[src/rtl/booth_mac_pkg.sv]
package booth_mac_pkg;

  typedef enum logic [1:0] {
    ST_IDLE  = 2'd0,
    ST_ACCUM = 2'd1,
    ST_FINAL = 2'd2
  } mac_state_t;

  typedef struct packed {
    logic neg;
    logic one;
    logic two;
  } bdigit_t;

  // triple = {upper, middle, lower}
  function automatic bdigit_t booth_encode(input logic [2:0] triple);
    bdigit_t d;
    d.neg = triple[2] & ~(triple[1] & triple[0]);
    d.one = triple[1] ^ triple[0];
    d.two = (triple == 3'b011) || (triple == 3'b100);
    return d;
  endfunction

endpackage

[src/rtl/booth_pp_gen.sv]
module booth_pp_gen
  import booth_mac_pkg::*;
#(
  parameter int WIDTH = 32,
  parameter int SHW   = $clog2(WIDTH)
) (
  input  logic [2:0]       triple,
  input  logic [WIDTH-1:0] mcand,
  input  logic [SHW-1:0]   shamt,
  output logic [WIDTH-1:0] pp,
  output logic [WIDTH-1:0] corr,
  output bdigit_t          digit
);

  logic [WIDTH-1:0] base;
  logic [WIDTH-1:0] inv;

  always_comb begin
    digit = booth_encode(triple);
    if (digit.two)      base = {mcand[WIDTH-2:0], 1'b0};
    else if (digit.one) base = mcand;
    else                base = '0;
    inv  = digit.neg ? ~base : base;
    pp   = inv << shamt;
    corr = digit.neg ? (WIDTH'(1) << shamt) : '0;
  end

endmodule

[src/rtl/csa_row.sv]
module csa_row #(
  parameter int WIDTH = 32
) (
  input  logic [WIDTH-1:0] x,
  input  logic [WIDTH-1:0] y,
  input  logic [WIDTH-1:0] z,
  output logic [WIDTH-1:0] s,
  output logic [WIDTH-1:0] c
);

  logic [WIDTH-1:0] maj;

  always_comb begin
    s   = x ^ y ^ z;
    maj = (x & y) | (x & z) | (y & z);
    c   = {maj[WIDTH-2:0], 1'b0};
  end

endmodule

[src/rtl/cpa_add.sv]
module cpa_add #(
  parameter int WIDTH = 32
) (
  input  logic [WIDTH-1:0] a,
  input  logic [WIDTH-1:0] b,
  output logic [WIDTH-1:0] y
);

  assign y = a + b;

endmodule

[src/rtl/booth_csa_mac.sv]
module booth_csa_mac
  import booth_mac_pkg::*;
#(
  parameter int WIDTH           = 32,
  parameter int DIGITS_PER_CYC  = 4
) (
  input  logic             clk,
  input  logic             rst_n,
  input  logic             in_valid,
  output logic             in_ready,
  input  logic [WIDTH-1:0] in_mcand,
  input  logic [WIDTH-1:0] in_mplier,
  input  logic [WIDTH-1:0] in_addend,
  input  logic             in_accum,
  output logic             out_valid,
  output logic [WIDTH-1:0] out_result
);

  localparam int BITS_PER_CYC = 2 * DIGITS_PER_CYC;
  localparam int NCYC         = WIDTH / BITS_PER_CYC;
  localparam int CW           = (NCYC > 1) ? $clog2(NCYC) : 1;
  localparam int SHW          = $clog2(WIDTH);
  localparam int NROWS        = DIGITS_PER_CYC + 1;

  mac_state_t       state_q;
  logic [CW-1:0]    cnt_q;
  logic [WIDTH-1:0] mc_q;
  logic [WIDTH-1:0] mp_q;
  logic             prev_q;
  logic [WIDTH-1:0] sum_q;
  logic [WIDTH-1:0] car_q;
  logic [WIDTH-1:0] res_q;
  logic             vld_q;

  logic [SHW-1:0]   base_sh;
  logic [WIDTH-1:0] pp_w   [DIGITS_PER_CYC];
  logic [WIDTH-1:0] corr_w [DIGITS_PER_CYC];
  bdigit_t          dig_w  [DIGITS_PER_CYC];
  logic [WIDTH-1:0] corr_all;
  logic [WIDTH-1:0] ops    [NROWS];
  logic [WIDTH-1:0] ch_s   [NROWS+1];
  logic [WIDTH-1:0] ch_c   [NROWS+1];
  logic [WIDTH-1:0] final_sum;

  assign in_ready   = (state_q == ST_IDLE);
  assign out_valid  = vld_q;
  assign out_result = res_q;
  assign base_sh    = SHW'(cnt_q) * SHW'(BITS_PER_CYC);

  // Booth digit selection, one generator per digit of the cycle
  for (genvar k = 0; k < DIGITS_PER_CYC; k++) begin : g_dig
    logic [2:0] trip;
    if (k == 0) begin : g_low
      assign trip = {mp_q[1], mp_q[0], prev_q};
    end else begin : g_hi
      assign trip = {mp_q[2*k+1], mp_q[2*k], mp_q[2*k-1]};
    end

    booth_pp_gen #(.WIDTH(WIDTH), .SHW(SHW)) i_pp (
      .triple (trip),
      .mcand  (mc_q),
      .shamt  (base_sh + SHW'(2*k)),
      .pp     (pp_w[k]),
      .corr   (corr_w[k]),
      .digit  (dig_w[k])
    );

    assign ops[k] = pp_w[k];

    // zero digit never negative, never both one and two
    AST_DIGIT_LEGAL: assert property (@(posedge clk) disable iff (!rst_n)
      (state_q == ST_ACCUM) |->
        ($onehot0({dig_w[k].one, dig_w[k].two}) &&
         (!dig_w[k].neg || dig_w[k].one || dig_w[k].two)));
  end

  always_comb begin
    corr_all = '0;
    for (int k = 0; k < DIGITS_PER_CYC; k++) corr_all = corr_all | corr_w[k];
  end
  assign ops[DIGITS_PER_CYC] = corr_all;

  // linear carry-save chain: each row folds one operand into the pair
  assign ch_s[0] = sum_q;
  assign ch_c[0] = car_q;
  for (genvar j = 0; j < NROWS; j++) begin : g_row
    csa_row #(.WIDTH(WIDTH)) i_csa (
      .x (ch_s[j]),
      .y (ch_c[j]),
      .z (ops[j]),
      .s (ch_s[j+1]),
      .c (ch_c[j+1])
    );
  end

  cpa_add #(.WIDTH(WIDTH)) i_cpa (
    .a (sum_q),
    .b (car_q),
    .y (final_sum)
  );

  always_ff @(posedge clk) begin
    if (!rst_n) begin
      state_q <= ST_IDLE;
      cnt_q   <= '0;
      mc_q    <= '0;
      mp_q    <= '0;
      prev_q  <= 1'b0;
      sum_q   <= '0;
      car_q   <= '0;
      res_q   <= '0;
      vld_q   <= 1'b0;
    end else begin
      vld_q <= 1'b0;
      case (state_q)
        ST_IDLE: begin
          if (in_valid) begin
            mc_q    <= in_mcand;
            mp_q    <= in_mplier;
            prev_q  <= 1'b0;
            sum_q   <= in_accum ? in_addend : '0;
            car_q   <= '0;
            cnt_q   <= '0;
            state_q <= ST_ACCUM;
          end
        end
        ST_ACCUM: begin
          sum_q  <= ch_s[NROWS];
          car_q  <= ch_c[NROWS];
          prev_q <= mp_q[BITS_PER_CYC-1];
          mp_q   <= mp_q >> BITS_PER_CYC;
          cnt_q  <= cnt_q + CW'(1);
          if (cnt_q == CW'(NCYC-1)) state_q <= ST_FINAL;
        end
        ST_FINAL: begin
          res_q   <= final_sum;
          vld_q   <= 1'b1;
          state_q <= ST_IDLE;
        end
        default: state_q <= ST_IDLE;
      endcase
    end
  end

  AST_ONE_PULSE: assert property (@(posedge clk) disable iff (!rst_n)
    out_valid |=> !out_valid);

  AST_BUSY_BLOCKS: assert property (@(posedge clk) disable iff (!rst_n)
    (in_valid && in_ready) |=> !in_ready);

  AST_RESULT_HOLD: assert property (@(posedge clk) disable iff (!rst_n)
    !out_valid |-> $stable(out_result));

  AST_READY_AT_DONE: assert property (@(posedge clk) disable iff (!rst_n)
    out_valid |-> in_ready);

endmodule

[config.mk]
export PLATFORM = sky130hd
export DESIGN_NAME = booth_csa_mac
export DESIGN_NICKNAME = d
export VERILOG_FILES = /design/src/rtl/booth_mac_pkg.sv /design/src/rtl/booth_pp_gen.sv /design/src/rtl/csa_row.sv /design/src/rtl/cpa_add.sv /design/src/rtl/booth_csa_mac.sv
export SDC_FILE = /design/constraint.sdc
export NUM_CORES = 1
export LEC_CHECK = 0
export ABC_AREA = 1
export BUFFER_PORTS_ARGS = -buffer_cell sky130_fd_sc_hd__buf_2
export CORE_MARGIN = 10
export CORE_UTILIZATION = 35
export DETAILED_ROUTE_END_ITERATION = 12
export GPL_ROUTABILITY_DRIVEN = 1
export PLACE_DENSITY = 0.48
export SLEW_MARGIN = 20
export SYNTH_ARGS = -nofsm -noshare
export SYNTH_HDL_FRONTEND = slang
export SYNTH_HIERARCHICAL = 1
export SYNTH_SLANG_ARGS = --single-unit
[constraint.sdc]
create_clock -name clk -period 6.45 [get_ports clk]
set_input_delay 1.29 -clock clk [delete_from_list [all_inputs] [get_ports clk]]
set_output_delay 1.29 -clock clk [all_outputs]
set_load 0.03 [all_outputs]
# Yosys cells after proc, flatten, opt, wreduce, memory -nomap -nowiden
# Index checks and enable logic that the tools add are counted.
dict set report op_classes {
  n_addsub 5
  eq_ne 13
  n_shift 8
  mux 31
  bitwise_logic 58
  n_reduce_logical 9
}
# operator n
set op_table {}
lappend op_table {{$mux 32} 20}
lappend op_table {{$and 31x31->31} 15}
lappend op_table {{$xor 32x32->32} 10}
lappend op_table {{$or 31x31->31} 10}
lappend op_table {{$pmux 32 s2} 3}
lappend op_table {{$not 32->32} 4}
lappend op_table {{$shl 1x5->32 const A} 4}
lappend op_table {{$shl 32x5->32} 4}
lappend op_table {{$or 32x32->32} 3}
lappend op_table {{$add 32x32->32} 1}
lappend op_table {{$eq 3x2->1 const B} 4}
lappend op_table {{$eq 3x3->1 const B} 4}
lappend op_table {{$add 5x3->5 const B} 2}
lappend op_table {{$and 1x1->1} 8}
lappend op_table {{$pmux 2 s2} 2}
lappend op_table {{$mux 2} 3}
lappend op_table {{$reduce_and 2->1} 3}
lappend op_table {{$add 5x2->5 const B} 1}
lappend op_table {{$eq 2x2->1 const B} 2}
lappend op_table {{$logic_or 1x1->1} 4}
lappend op_table {{$ne 2x2->1 const B} 2}
lappend op_table {{$not 1->1} 4}
lappend op_table {{$xor 1x1->1} 4}
lappend op_table {{$add 2x1->2 const B} 1}
lappend op_table {{other kinds (5)} 6}
dict set report totals {
  reg_bits 166
  output_inout_bits 34
  word_cells 133
}

# Logic depth before layout (Yosys ltp)
dict set report logic_depth {
  depth_word 22
  depth_mapped 42
  depth_no_buf 41
}

# By module
# The synthesis kept the hierarchy.
# mod n_inst cells_each area_per_inst_um2 seq_area_each_um2
set modules_own_cells {}
lappend modules_own_cells {booth_pp_gen 4 705 3205.6 0.0}
lappend modules_own_cells {booth_csa_mac 1 1186 7536.0 3323.2}
lappend modules_own_cells {csa_row 5 42 666.9 0.0}
lappend modules_own_cells {cpa_add 1 491 2323.5 0.0}

# Least setup slack after synthesis
# Ideal clock, no wire load.
dict set report synth_timing {
  path_type {register to register}
  from {register prev_q}
  to {register sum_q[11]}
  arrival_time_ns 4.254
  required_time_ns 6.339
  slack_ns 2.084
  path_stages_with_launch 23
  path_cell_list {dfxtp_1 -> inv_1 -> ha_1 -> buf_2 -> buf_2 -> nand2_1 -> nand3_1 -> nand3_1 -> nand3_1 -> nand3_1 -> nand3_1 -> nand2_1 -> nand2_1 -> nor2_1 -> fa_1 -> fa_1 -> fa_1 -> fa_1 -> fa_1 -> nand3_1 -> nand2_1 -> nor2_1 -> nor2_1}
}
# element line_no
set synth_lines {}
lappend synth_lines {{from (decl)} booth_csa_mac.sv:29} ;# logic prev_q;
lappend synth_lines {{from (signal assigned)} booth_csa_mac.sv:130} ;# prev_q <= mp_q[BITS_PER_CYC-1];
lappend synth_lines {{to (signal assigned)} booth_csa_mac.sv:121} ;# sum_q <= in_accum ? in_addend : '0;
lappend synth_lines {{to (signal assigned)} booth_csa_mac.sv:128} ;# sum_q <= ch_s[NROWS];
lappend synth_lines {{to (decl)} booth_csa_mac.sv:30} ;# logic [WIDTH-1:0] sum_q;

==> flow_summary_export.csv <==
group,metric,value,unit
sta,final_critical_path_setup_slack,0.976,ns
finish,layout_commonest_cell,"sky130_fd_sc_hd__nand3_1",
placement,dp_worst_setup_slack,1.07,ns
finish,layout.cells.most_common_list,"1,450 x sky130_fd_sc_hd__nand3_1, 1,324 x sky130_fd_sc_hd__nand2_1, 537 x sky130_fd_sc_hd__nor2_1",
finish,area_growth_syn_to_layout,5.68,%
critical_path,worst_path_largest_cell_delay,0.59,ns
placement,dpl.cell_count,5550,
synthesis,synth.ff_latch_count,166,
detailed_routing,drt.antenna.violating_nets,0,
floorplan,die-width,293,um
critical_path,crit_path_cell_trace,"inv_1, ha_1, buf_4, nand2_1, nand3_1, nand3_1, nand3_1, nand3_1, nand3_1, nand3_1, nand3_1, nand2_1, fa_1, fa_1, fa_1, fa_1, fa_1, nand3_1, nand2_1, nor2_1, nor2_1",
clock_network,clk_latency,0.51,ns
detailed_routing,route.detailed.wl_per_inst,21.2,um
sta,rsz0062_at_grt,"false",
synthesis,syn_area,26000,um^2
clock_network,number_of_buffers_inserted_to_repair_setup_after_cts,0,
sta,setup_tns,0,ns
detailed_routing,route.final.wire_length,119000,um
power_and_ir_drop,power.share.combinational,71.6,%
synthesis,yosys_warnings,6,
clock_network,post_cts.resized_instances,0,
clock_network,cts_buffers,17,
power_and_ir_drop,switching_power_total,4.92,mW
critical_path,crit_arrival,5.92,ns
detailed_routing,vias,30700,
power_and_ir_drop,internal_power,4.37,mW
flow_run,timing.max_cap.violations,0,
floorplan,std_cell_rows,99,
global_routing,first_global_vias,28900,
critical_path,end_kind,"flop",
global_routing,wire_length_of_the_first_global_routing_pass,181000,um
clock_network,clk_pin_slew,0.10,ns
synthesis,yosysSeqAreaShare,12.8,%
critical_path,startpoint,"prev_q",
critical_path,cp.depth,21,
detailed_routing,detailed_router_iteration_count_before_antenna_repair,6,
clock_network,cts_htree_levels,4,
synthesis,gate_count_after_technology_mapping,4707,
critical_path,criticalPathCategory,"flop to flop",
global_routing,grt_overflow_total,0,
sta,period_needed,5.47,ns
critical_path,worst_setup_path_start_kind,"flop",
power_and_ir_drop,p_per_area,338,nW/um^2
floorplan,dieArea,85600,um^2
detailed_routing,met3_wirelength,9540,um
finish,final_layout_size_suffix_gt1_share,5.99,%
placement,gp_congestion,1.01,
global_routing,grt_max_degree,124,
placement,hpwl,90300,um
critical_path,timing.critical_path.slowest_stage_cell,"sky130_fd_sc_hd__fa_1",
sta,final-max-slew-violation-count,0,
power_and_ir_drop,net_switching_share_of_the_total_power,53.0,%
clock_network,post_cts_hold_buffer_count,0,
global_routing,antenna_found_initial,2,
clock_network,cts.sinks,166,
detailed_routing,topRoutingLayerUsed,"met4",
sta,max_slew_margin,29.2,%
critical_path,critical_path.most_common_cell,"sky130_fd_sc_hd__nand3_1",
sta,final_hold_viol_count,0,
sta,maximum_operating_frequency,0.183,GHz
critical_path,rr_endpoint,"sum_q[30]",
critical_path,critPathTopFamily,"adder cells",
synthesis,synth_cell_type_count,31,
global_routing,grtUsageTotal,27.2,%
detailed_routing,drc,0,
sta,fin_crit_sh,84.9,%
power_and_ir_drop,power_frac_seq,15.8,%
critical_path,worstPathRequired,6.89,ns
floorplan,die_y,293,um
hold_path,min_path_type,"flop to flop",
clock_network,cts_max_path_buffers,2,
critical_path,critPathMaxFanout,23,
critical_path,regToRegStartpoint,"prev_q",
detailed_routing,vias_per_cell,5.50,
status,run_status,"completed",
detailed_routing,wirelength_met1,51400,um
critical_path,critical_path.endpoint,"sum_q[30]",
sta,clock-skew-final,0.0262,ns
finish,num-fill-cells,8436,
power_and_ir_drop,power.clock.fraction,12.7,%
floorplan,initial_core_util,35.5,%
power_and_ir_drop,irDropWorstVdd,0.256,mV
detailed_routing,met2_routed_length,52700,um
floorplan,core_area,73300,um^2
finish,final_nets,4906,
critical_path,worst-r2r-setup-slack,0.98,ns
sta,timing.final.setup_violations,0,
sta,actual_transition_at_the_worst_max_transition_pin,1.06,ns
floorplan,design.portCount,134,
placement,place.port_buffers,133,
critical_path,worstRegToRegCells,21,
clock_network,ctsRootBufferMaster,"sky130_fd_sc_hd__clkbuf_16",
synthesis,postSynthAreaPerCell,5.53,um^2
finish,final_cells,5584,
power_and_ir_drop,p_leak,14.0,nW
critical_path,cp.buffers_inverters,2,
detailed_routing,drt_iter0_drc,3188,
clock_network,tritoncts,"yes",
## cells in the mapped netlist, drive strengths merged
cell type  number  area share, %
o21bai          2          0.058
buf           216            4.5
dfxtp         166             13
a21o            1          0.029
xnor2           1          0.034
nand2        1354             20
nand4          56            1.3
conb            7           0.10
nor2          544            7.9
clkinv          8           0.12
fa            156             12
nor3           26           0.50
a21oi          67            1.3
o21ai          74            1.5
nand3        1451             28
clkbuf         97            1.4
and3            4          0.096
ha             40            1.9
xor2           15           0.50
inv           422            6.1
## layout make-up
class | instances | area (um^2) | area share [%]
antenna | 2 | 5.00 | 0.0182
clock buffer | 17 | 425 | 1.55
clock inverter | 15 | 206 | 0.751
inverter | 430 | 1610 | 5.87
multi-input combinational | 3808 | 19600 | 71.3
sequential | 166 | 3330 | 12.1
tap | 959 | 1200 | 4.36
timing repair buffer | 187 | 1110 | 4.04
## sequential cells by signal, indices dropped and copies added (netlist names)
| name | count |
|---|---|
| prev_q | 1 |
| sum_q | 32 |
| state_q | 2 |
| mp_q | 32 |
| cnt_q | 2 |
| out_valid | 1 |
| out_result | 32 |
| mc_q | 32 |
| car_q | 32 |
## tightest hold or removal path, delay by kind of cell, from the launching register on
kind            cells  cell delay (ns)
flops               1             0.32
compound gates      1             0.05
simple gates        1             0.06
## logic make-up after synthesis
| group | count (synthesis) | share of synthesized area (%) |
|---|---|---|
| and+or+nand+nor | 3435 | 57.7 |
| xor gates and xnor gates | 16 | 0.539 |
| adders and majority gates | 196 | 13.9 |
| DFF | 166 | 12.8 |
| AOI/OAI and AO/OA | 144 | 2.87 |
| buffers and inverters | 743 | 12.1 |
| other | 7 | 0.101 |
## per-stage QoR
step	area, um^2	hold WS (ns)	util (%)	total power, mW
after floorplan	26100	0.439	-	6.04
after global placement	26900	0.455	36.6	8.04
after detailed placement	26900	0.457	36.6	8.02
after CTS	27500	0.477	37.5	9.25
after global routing	27500	0.508	37.5	10.2
final	27500	0.476	37.5	9.29
## power groups by stage
stage	registers, mW	clock network [mW]	logic [mW]
after global routing	1.49	1.24	7.50
final	1.47	1.18	6.65
after global placement	1.50	0	6.54
after CTS	1.47	1.20	6.58
after floorplan	1.36	0	4.68
after detailed placement	1.50	0	6.52
## routing by layer
metal,track usage [%],vias up
met1,35.7,14300
li1,-,15000
met5,0,-
met2,42.9,1132
met4,11.2,0
met3,5.71,186
## worst min-delay path by stage
stage,from,endpoint,slack [ns],cells after the start
4_1_cts,mp_q[24],mp_q[24],0.48,2
6_report,mp_q[26],mp_q[26],0.48,2
5_1_grt,mp_q[31],mp_q[31],0.51,2
3_3_place_gp,mp_q[25],mp_q[25],0.45,2
2_1_floorplan,mp_q[24],mp_q[24],0.44,2
3_5_place_dp,mp_q[24],mp_q[24],0.46,2
No activity file was read; power rests on OpenSTA's default activity.
